File: config.mk
export PLATFORM = sky130hd
export DESIGN_NAME = uart_rxq
export DESIGN_NICKNAME = d
export VERILOG_FILES = /design/src/rtl/uart_rxq.sv
export SDC_FILE = /design/constraint.sdc
export NUM_CORES = 1
export LEC_CHECK = 0
export CELL_PAD_IN_SITES_DETAIL_PLACEMENT = 1
export CELL_PAD_IN_SITES_GLOBAL_PLACEMENT = 2
export CORE_AREA = 3 3 120 122
export DETAILED_ROUTE_END_ITERATION = 6
export DIE_AREA = 0 0 123 125
export GPL_ROUTABILITY_DRIVEN = 0
export HOLD_SLACK_MARGIN = 0.03
export PLACE_DENSITY_LB_ADDON = 0.08
export SLEW_MARGIN = 40
export SYNTH_ARGS = -nofsm -noshare
export SYNTH_HDL_FRONTEND = slang
export SYNTH_SLANG_ARGS = --single-unit
File: constraint.sdc
create_clock -name clk -period 6.4 [get_ports clk]
set_clock_uncertainty 0.2 [all_clocks]
set_input_delay 1.28 -clock clk [delete_from_list [all_inputs] [get_ports clk]]
set_output_delay 1.28 -clock clk [all_outputs]
set_load 0.05 [all_outputs]
File: src/rtl/uart_rxq.sv
module uart_rxq #(
  parameter int DEPTH    = 16,
  parameter int DW       = 8,
  parameter int TO_CHARS = 4
) (
  input  logic          clk,
  input  logic          rst_n,
  input  logic          rx_valid,
  input  logic [DW-1:0] rx_data,
  input  logic          rx_break,
  input  logic          rd_en,
  input  logic          stat_rd,
  input  logic          fifo_en,
  input  logic          flush,
  input  logic [1:0]    trig_sel,
  input  logic          char_tick,
  output logic [DW-1:0] rd_data,
  output logic [$clog2(DEPTH+1)-1:0] count,
  output logic          data_ready,
  output logic          overrun,
  output logic          brk,
  output logic          trig_hit,
  output logic          to_pend
);
  localparam int AW = $clog2(DEPTH);
  localparam int CW = $clog2(DEPTH+1);
  localparam int TW = $clog2(TO_CHARS+1);

  logic [DW-1:0] mem [DEPTH];
  logic [AW-1:0] wr_ptr, rd_ptr;
  logic [TW-1:0] tcnt;
  logic          en_q;
  logic [CW-1:0] thr;

  wire          clr    = flush | (fifo_en != en_q);
  wire          push   = rx_valid | rx_break;
  wire [DW-1:0] wdat   = rx_break ? '0 : rx_data;
  wire          empty  = (count == '0);
  wire          full   = (count == CW'(DEPTH));
  wire          pop    = rd_en & ~empty;
  wire          do_wr  = en_q ? (push & (~full | pop)) : push;
  wire          ovf    = en_q ? (push & full & ~pop) : (push & ~empty & ~pop);
  wire [AW-1:0] wslot  = en_q ? wr_ptr : rd_ptr;

  function automatic logic [AW-1:0] nxt(input logic [AW-1:0] p);
    return (p == AW'(DEPTH-1)) ? '0 : p + 1'b1;
  endfunction

  always_comb
    case (trig_sel)
      2'b00:   thr = CW'(1);
      2'b01:   thr = CW'(4);
      2'b10:   thr = CW'(8);
      default: thr = CW'(14);
    endcase

  assign rd_data    = empty ? '0 : mem[rd_ptr];
  assign data_ready = ~empty;
  assign trig_hit   = en_q ? (count >= thr) : ~empty;

  always_ff @(posedge clk)
    if (do_wr && !clr) mem[wslot] <= wdat;

  always_ff @(posedge clk or negedge rst_n)
    if (!rst_n) begin
      en_q <= 1'b0; wr_ptr <= '0; rd_ptr <= '0; count <= '0;
      overrun <= 1'b0; brk <= 1'b0; tcnt <= '0; to_pend <= 1'b0;
    end else begin
      en_q <= fifo_en;
      if (clr) begin
        wr_ptr <= '0; rd_ptr <= '0; count <= '0;
        tcnt <= '0; to_pend <= 1'b0; brk <= 1'b0;
        if (stat_rd) overrun <= 1'b0;
      end else begin
        if (en_q) begin
          if (do_wr) wr_ptr <= nxt(wr_ptr);
          if (pop)   rd_ptr <= nxt(rd_ptr);
          count <= count + CW'(do_wr) - CW'(pop);
        end else if (do_wr) count <= CW'(1);
        else if (pop)       count <= '0;

        if (ovf)          overrun <= 1'b1;
        else if (stat_rd) overrun <= 1'b0;

        if (rx_break) brk <= 1'b1;
        else if (stat_rd || (pop && count == CW'(1) && !do_wr)) brk <= 1'b0;

        if (!en_q) begin
          tcnt <= '0; to_pend <= 1'b0;
        end else if (pop) begin
          tcnt <= '0; to_pend <= 1'b0;
        end else if (do_wr || empty) begin
          tcnt <= '0;
        end else if (char_tick && !to_pend) begin
          if (tcnt == TW'(TO_CHARS-1)) begin
            tcnt <= '0; to_pend <= 1'b1;
          end else tcnt <= tcnt + 1'b1;
        end
      end
    end

  assert_count_bound_R1: assert property (@(posedge clk) disable iff (!rst_n)
    count <= CW'(DEPTH));

  assert_full_keeps_R2: assert property (@(posedge clk) disable iff (!rst_n)
    (en_q && fifo_en && !flush && full && push && !rd_en) |=> (full && overrun));

  assert_read_clears_to_R5: assert property (@(posedge clk) disable iff (!rst_n)
    (rd_en && !empty) |=> !to_pend);

  assert_empty_no_to_R4: assert property (@(posedge clk) disable iff (!rst_n)
    empty |-> !to_pend);

  assert_single_slot_R9: assert property (@(posedge clk) disable iff (!rst_n)
    (!en_q && !fifo_en) |=> count <= CW'(1));

  assert_flush_empties_R8: assert property (@(posedge clk) disable iff (!rst_n)
    flush |=> (empty && !to_pend));
endmodule

==> flow_metrics.tcl <==
set metrics [dict create \
    final_util_pct 57.35 \
    fillCellCount 1203 \
    rsz0062_at_grt "no" \
    vias_per_cell 5.778 \
    cts_setup_buffers 0 \
    worstMarginPinSlew_ns 0.7797 \
    grt_max_degree 38 \
    multiInputGateArea_um2 2019 \
    syn_avg_cell_area_um2 16.43 \
    syn-cell-area_um2 6441 \
    pwr_density_cell_nw_per_um2 288.1 \
    start_util_pct 48.45 \
    cts_hold_buf 0 \
    slew_headroom_pct 47.83 \
    end_kind "output pin" \
    r2r-start "count[3]" \
    coreArea_um2 13300 \
    drt_wl_total_um 14500 \
    r2r-end "count[4]" \
    area_growth_pct 18.38 \
    drive_gt1_share_pct 21.48 \
    crit_fanout 3 \
    peakVddDrop_mv 0.1966 \
    numCtsBuffers 17 \
    row_count 42 \
    io_pins 37 \
    detail-route-antenna-nets 0 \
    wl_per_cell_um 23.27 \
    whs_path_depth 1 \
    dr.pass1.iters 4 \
    synth-seq-cells 148 \
    hold_violations 0 \
    r2r_cells 14 \
    h-tree-depth 4 \
    min_period_ns 4.871 \
    setup_violations 0 \
    dieArea_um2 15380 \
    grt_overflow_total 0 \
    synth_edf_count 128 \
    cap_viol_max_count 0 \
    vias 3600 \
    nets 466 \
    required_ns 4.92 \
    dieWidth_um 123 \
    ys_async_sr_fraction_pct 13.51 \
    leakagePower_nw 2.518 \
    critPathArrivalTime_ns 3.39 \
    die_h_um 125 \
    grt_pass1_vias 3879 \
    min_from "overrun" \
    whs_endpoint "overrun" \
    ys_warn_count 0 \
    antenna_found_initial 0 \
    synth_ff_type "edfxtp_1" \
    holdCritPathClass "reg2reg" \
    cts_tree "done" \
    grtUsageTotal_pct 20.25 \
    synth_nets 424 \
    first_iter_violations 172 \
    finalSetupTns_ns 0 \
    num_antenna_cells 0 \
    insertion_delay_ns 0.41 \
    synthCells 392 \
    fmax_mhz 205.3 \
    clk_pin_slew_ns 0.06 \
    drc_errors 0 \
    finalCritPeriodShare_pct 76.10 \
    clockBufferDepth 2 \
    status "finished, final reports clean" \
    clock_sinks 148 \
    seq_area_um2 4347 \
    finalMaxSlewViolations 0 \
    grt_first_pass_wirelength_um 22780 \
    reg2reg_slack_ns 2.67 \
    synth_cell_types 53 \
    worstSetupPathType "in2out" \
    cts_root_buf "clkbuf_16" \
    port_buffers 36 \
    cp-start-kind "input pin" \
    place_hpwl_um 9589 \
    yosysSeqAreaShare_pct 67.44 \
    ctsResizeCount 0 \
]
worst max-delay path: stages:
cell and delay, ns:
clkdlybuf4s50_1 0.51, nor2_1 0.07, ha_1 0.27, inv_1 0.03, a21boi_0 0.16, o21ai_0 0.10, a2bb2oi_1 0.15, clkdlybuf4s50_1 0.82
placed cells by master (no fill, tap or decap), types with 4 or more instances in the layout:
cell and instances:
edfxtp_1 128, clkdlybuf4s50_1 35, mux4_2 32, nor2_1 24, dfrtp_1 18, clkbuf_16 17, inv_1 15, mux2i_1 15
o21ai_0 14, nor2_2 12, ha_1 12, nand2b_1 10, nand2_1 9, a22oi_1 9, a21oi_1 9, nor2b_2 8
nand4_1 6, a31oi_1 5, clkinv_4 4
report_power, final:
| part | internal, mW | leakage (nW) | switching, mW | total [mW] |
|---|---|---|---|---|
| sequential | 1.05 | 1.44 | 0.00748 | 1.06 |
| clock | 0.619 | 0.296 | 0.398 | 1.02 |
| combinational | 0.0436 | 0.780 | 0.0759 | 0.120 |
| total | 1.72 | 2.52 | 0.481 | 2.20 |
cell type report:
class / count / area share [%]
flip-flops and latches: 148 / 57.01
multi-input cells: 213 / 26.49
clock buffers: 18 / 5.628
repair buffers: 39 / 4.956
well taps: 176 / 2.888
clock inverters: 14 / 2.297
inverters: 15 / 0.7384
metrics by stage:
step | power (mW) | hold slack [ns] | worst slack, ns | cell area (um^2) | instances
after floorplan | 1.150 | 0.3021 | 1.946 | 6441 | 392
after global placement | 1.196 | 0.3138 | 1.586 | 6974 | 591
after detailed placement | 1.200 | 0.3095 | 1.522 | 6997 | 591
after CTS | 2.215 | 0.3276 | 1.522 | 7601 | 623
after global routing | 2.265 | 0.3464 | 1.411 | 7625 | 623
final | 2.197 | 0.3250 | 1.529 | 7625 | 623
cells by family after synthesis:
kind of cell | count (synthesis) | share of synthesized area (%)
multiplexers | 49 | 13.87
AO/OA/AOI/OAI | 55 | 5.828
AND/OR/NAND/NOR | 93 | 7.829
flip-flops | 148 | 67.44
XOR/XNOR | 3 | 0.4080
adder cells (fa/ha/maj) | 13 | 2.642
buffers and inverters | 31 | 1.981
flip-flops by register name (all words and copies together) (netlist names):
name	cells
tcnt	3
to_pend	1
en_q	1
mem	128
brk	1
overrun	1
count	5
rd_ptr	4
wr_ptr	4
layer usage:
layer	wire length, um	global-route usage (%)	vias up	share of wire [%]
li1	-	-	1642	-
met3	542	3.568	16	3.7
met5	0	0	-	0
met4	290	6.775	0	2.0
met2	6993	31.42	69	48
met1	6669	29.22	1873	46
worst max-delay path by stage:
stage	from	slack, ns	end	depth (start not counted)
after floorplan	count[3]	1.95	rd_data[0]	6
after global placement	trig_sel[1]	1.59	trig_hit	8
after detailed placement	trig_sel[1]	1.52	trig_hit	8
after CTS	trig_sel[1]	1.52	trig_hit	8
after global routing	rd_ptr[3]	1.41	rd_data[5]	5
final	trig_sel[1]	1.53	trig_hit	8
synthesized netlist by cell type (all sizes together), types with 5 or more instances:
master,number,area (um^2)
mux4,32,720.7
clkbuf,6,22.52
mux2i,15,150.1
nor2b,10,62.56
ha,12,150.1
inv,15,56.30
nand4,6,37.54
a22oi,9,67.56
dfrtp,20,500.5
o21ai,15,75.07
nand2b,10,62.56
buf,10,48.80
nor2,36,135.1
a31oi,5,31.28
a21oi,9,45.04
nand2,10,40.04
edfxtp,128,3844
Power figures use the tool's default switching activity.
